===== src/rtl/clock_repl_pkg.sv =====
package clock_repl_pkg;
  typedef enum logic [1:0] {
    ENG_IDLE  = 2'd0,
    ENG_SWEEP = 2'd1,
    ENG_OFFER = 2'd2
  } eng_state_t;
endpackage


===== src/rtl/clock_use_bits.sv =====
module clock_use_bits #(
  parameter int NFRAMES = 16,
  parameter int IDXW    = $clog2(NFRAMES)
) (
  input  logic               clk,
  input  logic               rst_n,
  input  logic               ref_en,
  input  logic [IDXW-1:0]    ref_idx,
  input  logic               mark_en,
  input  logic [IDXW-1:0]    mark_idx,
  input  logic               clr_en,
  input  logic [IDXW-1:0]    clr_idx,
  output logic [NFRAMES-1:0] use_q
);
  // Any set request beats a clear in the same cycle
  for (genvar g = 0; g < NFRAMES; g++) begin : g_bit
    logic set_here, clr_here;
    assign set_here = (ref_en && ref_idx == IDXW'(g)) || (mark_en && mark_idx == IDXW'(g));
    assign clr_here = clr_en && clr_idx == IDXW'(g);
    always_ff @(posedge clk or negedge rst_n) begin
      if (!rst_n)        use_q[g] <= 1'b0;
      else if (set_here) use_q[g] <= 1'b1;
      else if (clr_here) use_q[g] <= 1'b0;
    end
  end
endmodule


===== src/rtl/clock_hand.sv =====
module clock_hand #(
  parameter int NFRAMES = 16,
  parameter int IDXW    = $clog2(NFRAMES),
  parameter int CNTW    = $clog2(NFRAMES + 1)
) (
  input  logic            clk,
  input  logic            rst_n,
  input  logic            restart,
  input  logic            step,
  output logic [IDXW-1:0] hand_q,
  output logic            second_pass
);
  localparam logic [IDXW-1:0] LAST = IDXW'(NFRAMES - 1);
  localparam logic [CNTW-1:0] FULL = CNTW'(NFRAMES);

  logic [CNTW-1:0] steps_q;

  // circular wrap
  always_ff @(posedge clk or negedge rst_n) begin
    if (!rst_n)    hand_q <= '0;
    else if (step) hand_q <= (hand_q == LAST) ? '0 : hand_q + 1'b1;
  end

  always_ff @(posedge clk or negedge rst_n) begin
    if (!rst_n)                        steps_q <= '0;
    else if (restart)                  steps_q <= '0;
    else if (step && steps_q != FULL)  steps_q <= steps_q + 1'b1;
  end

  assign second_pass = (steps_q == FULL);
endmodule


===== src/rtl/clock_decide.sv =====
module clock_decide #(
  parameter int NFRAMES = 16,
  parameter int IDXW    = $clog2(NFRAMES)
) (
  input  logic               active,
  input  logic [IDXW-1:0]    hand,
  input  logic [NFRAMES-1:0] use_bits,
  input  logic [NFRAMES-1:0] dirty_mask,
  input  logic               dirty_pref,
  input  logic               second_pass,
  input  logic               ref_en,
  input  logic [IDXW-1:0]    ref_idx,
  output logic               do_clear,
  output logic               do_pick
);
  logic ref_here, used, skip_dirty;

  assign ref_here   = ref_en && (ref_idx == hand);
  assign used       = use_bits[hand] || ref_here;
  assign skip_dirty = dirty_pref && !second_pass && dirty_mask[hand];

  always_comb begin
    do_clear = 1'b0;
    do_pick  = 1'b0;
    if (active) begin
      if (used)             do_clear = !ref_here;
      else if (!skip_dirty) do_pick  = 1'b1;
    end
  end
endmodule


===== src/rtl/clock_repl_engine.sv =====
module clock_repl_engine #(
  parameter int NFRAMES = 16,
  parameter int IDXW    = $clog2(NFRAMES)
) (
  input  logic               clk,
  input  logic               rst_n,
  input  logic               ref_valid,
  input  logic [IDXW-1:0]    ref_frame,
  input  logic [NFRAMES-1:0] dirty_mask,
  input  logic               dirty_pref,
  input  logic               req_valid,
  output logic               req_ready,
  output logic               vic_valid,
  input  logic               vic_ready,
  output logic [IDXW-1:0]    vic_frame
);
  import clock_repl_pkg::*;

  eng_state_t         state_q;
  logic [NFRAMES-1:0] use_q;
  logic [IDXW-1:0]    hand_q;
  logic               second_pass, do_clear, do_pick, sweeping, accept;

  assign sweeping  = (state_q == ENG_SWEEP);
  assign req_ready = (state_q == ENG_IDLE);
  assign vic_valid = (state_q == ENG_OFFER);
  assign accept    = req_valid && req_ready;

  clock_use_bits #(.NFRAMES(NFRAMES), .IDXW(IDXW)) u_use (
    .clk(clk), .rst_n(rst_n),
    .ref_en(ref_valid), .ref_idx(ref_frame),
    .mark_en(do_pick), .mark_idx(hand_q),
    .clr_en(do_clear), .clr_idx(hand_q),
    .use_q(use_q)
  );

  clock_hand #(.NFRAMES(NFRAMES), .IDXW(IDXW)) u_hand (
    .clk(clk), .rst_n(rst_n),
    .restart(accept), .step(sweeping),
    .hand_q(hand_q), .second_pass(second_pass)
  );

  clock_decide #(.NFRAMES(NFRAMES), .IDXW(IDXW)) u_decide (
    .active(sweeping), .hand(hand_q), .use_bits(use_q),
    .dirty_mask(dirty_mask), .dirty_pref(dirty_pref),
    .second_pass(second_pass),
    .ref_en(ref_valid), .ref_idx(ref_frame),
    .do_clear(do_clear), .do_pick(do_pick)
  );

  always_ff @(posedge clk or negedge rst_n) begin
    if (!rst_n) begin
      state_q   <= ENG_IDLE;
      vic_frame <= '0;
    end else begin
      unique case (state_q)
        ENG_IDLE:  if (accept) state_q <= ENG_SWEEP;
        ENG_SWEEP: if (do_pick) begin
                     state_q   <= ENG_OFFER;
                     vic_frame <= hand_q;
                   end
        ENG_OFFER: if (vic_ready) state_q <= ENG_IDLE;
        default:   state_q <= ENG_IDLE;
      endcase
    end
  end
endmodule


===== config.mk =====
export PLATFORM = sky130hd
export DESIGN_NAME = clock_repl_engine
export DESIGN_NICKNAME = d
export VERILOG_FILES = /design/src/rtl/clock_repl_pkg.sv /design/src/rtl/clock_use_bits.sv /design/src/rtl/clock_hand.sv /design/src/rtl/clock_decide.sv /design/src/rtl/clock_repl_engine.sv
export SDC_FILE = /design/constraint.sdc
export NUM_CORES = 1
export LEC_CHECK = 0
export ABC_CLOCK_PERIOD_IN_PS = 2180
export BUFFER_PORTS_ARGS = -buffer_cell sky130_fd_sc_hd__buf_2
export CAP_MARGIN = 20
export CORE_AREA = 8 8 94 75
export CTS_BUF_LIST = sky130_fd_sc_hd__clkbuf_4
export DETAILED_ROUTE_END_ITERATION = 6
export DIE_AREA = 0 0 102 83
export SLEW_MARGIN = 25
export SYNTH_ARGS = -nofsm -noshare
export SYNTH_HDL_FRONTEND = slang
export SYNTH_SLANG_ARGS = --single-unit

===== constraint.sdc =====
create_clock -name clk -period 2.18 [get_ports clk]
set_clock_uncertainty 0.15 [all_clocks]
set_input_delay 0.218 -clock clk [delete_from_list [all_inputs] [get_ports clk]]
set_output_delay 0.218 -clock clk [all_outputs]
set_load 0.03 [all_outputs]

## After elaboration in Yosys (flattened, before gate mapping)

Cells that the tools add are included.

| storage, ports and cells | value |
|---|---|
| memories kept | 0 |
| bits in registers | 31 |
| logic and storage cells | 203 |
| RAM bits | 0 |
| bits of input ports | 26 |
| ROM bits | 0 |
| latch bits | 0 |

| operators by class | value |
|---|---|
| $lt $le $gt $ge | 1 |
| $mul | 0 |
| equality and inequality tests | 38 |
| div/mod/pow operators | 0 |
| shift-type cells | 0 |
| bitwise gates (word level) | 0 |
| add/sub/neg operators | 2 |
| reductions and logical operators | 94 |
| muxes and demuxes | 48 |

Operators with widths:

| operator | count |
|---|---|
| $eq 4x4->1 const B | 16 |
| $logic_and 1x1->1 | 53 |
| $mux 1 | 39 |
| $reduce_bool 2->1 | 17 |
| $eq 4x3->1 const B | 8 |
| $logic_or 1x1->1 | 17 |
| $eq 4x2->1 const B | 4 |
| $mux 5 | 2 |
| $bmux 1 s4 | 2 |
| $eq 4x1->1 const B | 2 |
| $logic_not 4->1 | 2 |
| $mux 2 | 3 |
| $pmux 2 s3 | 1 |
| $add 5x1->5 const B | 1 |
| $eq 5x5->1 const B | 1 |
| $lt 4x5->1 const B | 1 |
| $ne 5x5->1 const B | 1 |
| $add 4x1->4 const B | 1 |
| $eq 4x4->1 | 1 |
| $mux 4 | 1 |
| $ne 2x1->1 const B | 2 |
| $reduce_and 3->1 | 1 |
| $eq 2x1->1 const B | 1 |
| $eq 2x2->1 const B | 1 |
| other kinds (4) | 5 |

## Depth between registers and ports, before layout

| logic depth | value |
|---|---|
| word-level depth | 10 |
| mapped depth | 8 |
| mapped depth without buffers | 7 |

## Modules after synthesis

From an unflattened synthesis, not the netlist that was laid out.

| unflattened totals | value |
|---|---|
| cell total of the unflattened synthesis | 169 |
| area, all modules | 1883.1 µm² |

By module, submodules not included:

| module | instances | cells each | seq. area each (µm²) | area an instance (µm²) |
|---|---|---|---|---|
| clock_use_bits | 1 | 76 | 400.4 | 798.3 |
| clock_hand | 1 | 45 | 225.2 | 465.4 |
| clock_decide | 1 | 29 | 0.0 | 346.6 |
| clock_repl_engine | 1 | 19 | 150.1 | 272.8 |

## Least setup slack after synthesis

OpenSTA, ideal clock, no wires.

| timing | value |
|---|---|
| path kind | register -> register |
| from | register u_hand.hand_q[1] |
| to | register vic_frame[2] |
| arrival | 2098 ps |
| path buffers | 1 |
| stages on the path, launching flop included | 8 |
| setup slack | -193 ps |
| cells stage by stage | dfrtp_1 buf_6 mux4_2 mux2i_1 mux2_4 o211ai_4 or2_4 mux2_4 |

| on the way | value |
|---|---|
| word-level cells in the longest chain between the ends | 7 |
| elaborated cells between the ends (all ways) | 12 |
| those cells by class | 1 x eq/ne; 7 x mux; 4 x reduce/logical |

RTL lines:

| element | RTL line | source |
|---|---|---|
| from (decl) | clock_hand.sv:10 | `output logic [IDXW-1:0] hand_q,` |
| from (signal assigned) | clock_hand.sv:21 | `else if (step) hand_q <= (hand_q == LAST) ? '0 : hand_q + 1'b1;` |
| $bmux 1 s4 | clock_decide.sv:20 | `assign skip_dirty = dirty_pref && !second_pass && dirty_mask[hand];` |
| $mux 1 (not written as such) | clock_decide.sv:20 |  |
| $logic_and 1x1->1 | clock_decide.sv:20 |  |
| $mux 1 | clock_decide.sv:27 | `else if (!skip_dirty) do_pick = 1'b1;` |
| $mux 1 (*) | clock_decide.sv:26 | `if (used) do_clear = !ref_here;` |
| $mux 1 (*) | clock_decide.sv:25 | `if (active) begin` |
| $reduce_and 2->1 (no line) (*) | - |  |
| to (signal assigned) | clock_repl_engine.sv:60 | `vic_frame <= hand_q;` |
| to (decl) | clock_repl_engine.sv:15 | `output logic [IDXW-1:0] vic_frame` |

Every way passes the cells marked *; elsewhere a longest branch is shown, timed or not. The select of a mux whose other input is x is not followed.
A chain may end at the register's enable or synchronous reset.

## Final worst setup path

| timing | value |
|---|---|
| from | register u_hand.hand_q[0] |
| to | register vic_frame[2] |

Same word-level chain as after synthesis.

==> flow_summary.toml <==
[detailed_routing]
drtPass1Iterations = 4
top_layer_used = "met4"
vias = 1737
ant_nets = 0
drt-initial-drc-count = 99
met1_length_um = 2640
wl_met3_um = 277
avgViaCountPerCell = 5.19
wl_um = 5630
drcViolationCount = 0
wl_met2_um = 2630
wl_per_cell_um = 16.8

[run_status]
violations = "setup timing"
status = "finished with violations"

[synth]
syn_avg_cell_area_um2 = 10.1
yosysWarnings = 0
synth_nets = 230
yosysUniqueCellTypes = 46
netlist.area_leader.share = 0.390
yosys_register_bits = 31
synth_edf_count = 0
netlist_top_cells_area = "dfrtp_1, mux4_2, nand2_1, a221o_1, ha_1"
yosys_most_used_dff = "dfrtp_1"
yosysTopAreaCell = "dfrtp_1"
synth_area_um2 = 1990
yosysSeqAreaShare = 0.390
synthArstFlopShare = 1.00
syn_inst = 198

[floorplanning]
core.rowCount = 24
start_util = 0.356
core_area_um2 = 5590
die_h_um = 83
dieArea_um2 = 8470
die_w_um = 102
pin_count = 32

[global_route]
grt_usage = 0.135
grt_max_degree = 32
grt_pass1_vias = 1831
grt_first_pass_wirelength_um = 9020
antenna_found_initial = 0
globalRouteOverflowTotal = 0

[cts]
cts_tree = "yes"
cts_root_buf = "clkbuf_4"
clk_latency_ns = 0.34
path_clk_slew_ns = 0.11
clockBufferDepth = 2
cts.sinks = 31
cts_buffers = 5
htreeDepth = 2

[placement]
io_buffers = 31
dpl-instance-area_um2 = 2380
gp_congestion = 0.820
pre_cts_ws_ns = -0.173
hpwl_um = 4220

[worst_setup_path]
critical_path.startpoint_type = "register"
worst_setup_path_end_kind = "register"
crit_start = "u_hand.hand_q[0]$_DFFE_PN0P_"
arrival_ns = 2.43
crit_required_ns = 2.27
crit_type = "reg2reg"
cp_max_fo = 6
r2r-start = "u_hand.hand_q[0]$_DFFE_PN0P_"

[timing]
hold_viol_final = 0
rsz0062_at_grt = "yes"
period_minus_slack_ns = 2.33
fmax_mhz = 429
tightest_slew_ns = 0.723
relSlewSlack = 0.518
setup_ws_ns = -0.153
setup_viol = 22
whs_ns = 0.115
report.final.slew_viol_count = 0
period_share = 1.07

[final_layout]
stdcell_area_um2 = 2560
antenna_cells = 0
layout-drive-gt1-share = 0.381
nets = 288
synthToLayoutAreaGrowth_pct = 28.7

[power]
ir_drop_mv = 0.523
power-per-cell-area_nw_per_um2 = 1510
leakage_uw = 0.00109

[flow_run]
max_cap_violations = 0

[worst_hold_path]
hp-start = "req_valid"
hp-class = "in2reg"
-- kinds of logic after synthesis --
logic type | Yosys count | share of synthesized area
adders and majority gates | 6 | 0.0377
muxes | 15 | 0.120
AOI/OAI and AO/OA | 48 | 0.192
buffers and inverters | 23 | 0.0528
and+or+nand+nor | 69 | 0.181
xor gates and xnor gates | 6 | 0.0264
DFF | 31 | 0.390
-- worst max-delay path, cell delays in order, from the launching register on --
cell	delay, ns
dfrtp_2	0.47
inv_2	0.09
a222oi_1	0.57
a31oi_2	0.29
inv_2	0.20
or2_4	0.17
mux2_4	0.29
-- worst paths after layout --
kind / to / slack, ns / depth (start not counted)
max reg2reg: vic_frame[2]$_DFFE_PN0P_ / -0.15 / 6
max: vic_frame[2]$_DFFE_PN0P_ / -0.15 / 6
min in group asynchronous: vic_frame[1]$_DFFE_PN0P_ / 0.30 / 2
max in group asynchronous: u_hand.hand_q[1]$_DFFE_PN0P_ / 1.07 / 2
min: u_hand.steps_q[3]$_DFFE_PN0P_ / 0.12 / 3
min reg2reg: vic_frame[0]$_DFFE_PN0P_ / 0.36 / 2
-- final cells by class --
| type | count | area, um2 |
|---|---|---|
| sequential | 31 | 779 |
| tap | 78 | 97.6 |
| clock inverter | 3 | 15.0 |
| inverter | 11 | 41.3 |
| timing repair buffer | 63 | 423 |
| multi-input combinational | 144 | 1170 |
| fill | 534 | 3020 |
| clock buffer | 5 | 37.5 |
-- repair_timing --
action | in CTS | in global routing
endpoints found under the setup margin | 21 | 22
hold buffers | 2 | 0
hold endpoints to repair | 32 | 0
gates resized for setup | 3 | 12
pin swaps | 2 | 4
cloned | 0 | 0
buffers inserted | 4 | 2
-- stage by stage --
stage | total power (uW) | std cells | setup TNS, ns | utilization
global placement | 3090 | 320 | -1.64 | 0.426
global route | 4120 | 335 | -4.12 | 0.459
floorplan | 2390 | 198 | -0.603 | -
detailed placement | 3110 | 320 | -2.66 | 0.426
CTS | 3690 | 334 | -2.49 | 0.449
finish | 3860 | 335 | -2.45 | 0.459
-- per-layer routing --
metal	vias up	global-route usage
met5	-	0
met4	0	0.0625
met3	8	0.0267
met2	54	0.196
met1	834	0.186
li1	841	-
-- cell usage in the layout, fill, tap and decap left out, types with 3 or more instances in the layout --
master and n:
nor3_1 3, mux4_2 6, xor2_1 3, nand2_1 23, dfrtp_2 3, o211ai_2 6
clkinv_2 3, buf_2 31, a21boi_0 3, inv_2 3, dfrtp_1 28, buf_4 27
inv_1 8, ha_1 6, clkbuf_4 5, xnor2_1 3, nor2b_1 6, nand3_1 9
o21ai_1 8, nor2_1 12, o21ai_0 11, a221o_1 8, mux2i_1 6
-- cells in the mapped netlist (4+ instances only) --
master     n
o21ai_0   15
inv_1      9
mux4_2     5
clkbuf_1   5
ha_1       6
nor2_1    12
a221o_1    8
o211ai_2   6
mux2i_1    7
dfrtp_1   31
nand3_1    9
nor2b_1    6
nand2_1   23
o21ai_1    4
-- state kept, by name, indices dropped and copies added (netlist names) --
register / cells
u_hand.steps_q: 5
u_use.use_q: 16
state_q: 2
u_hand.hand_q: 4
vic_frame: 4
-- where the power goes --
part	total (uW)	internal [uW]	leakage [uW]	switching, uW
Clock	340	120	0.0000347	220
Combinational	2480	1220	0.000693	1260
Sequential	1040	830	0.000360	214
Total	3860	2170	0.00109	1690
Note: power is estimated with default switching activity, not from simulation.
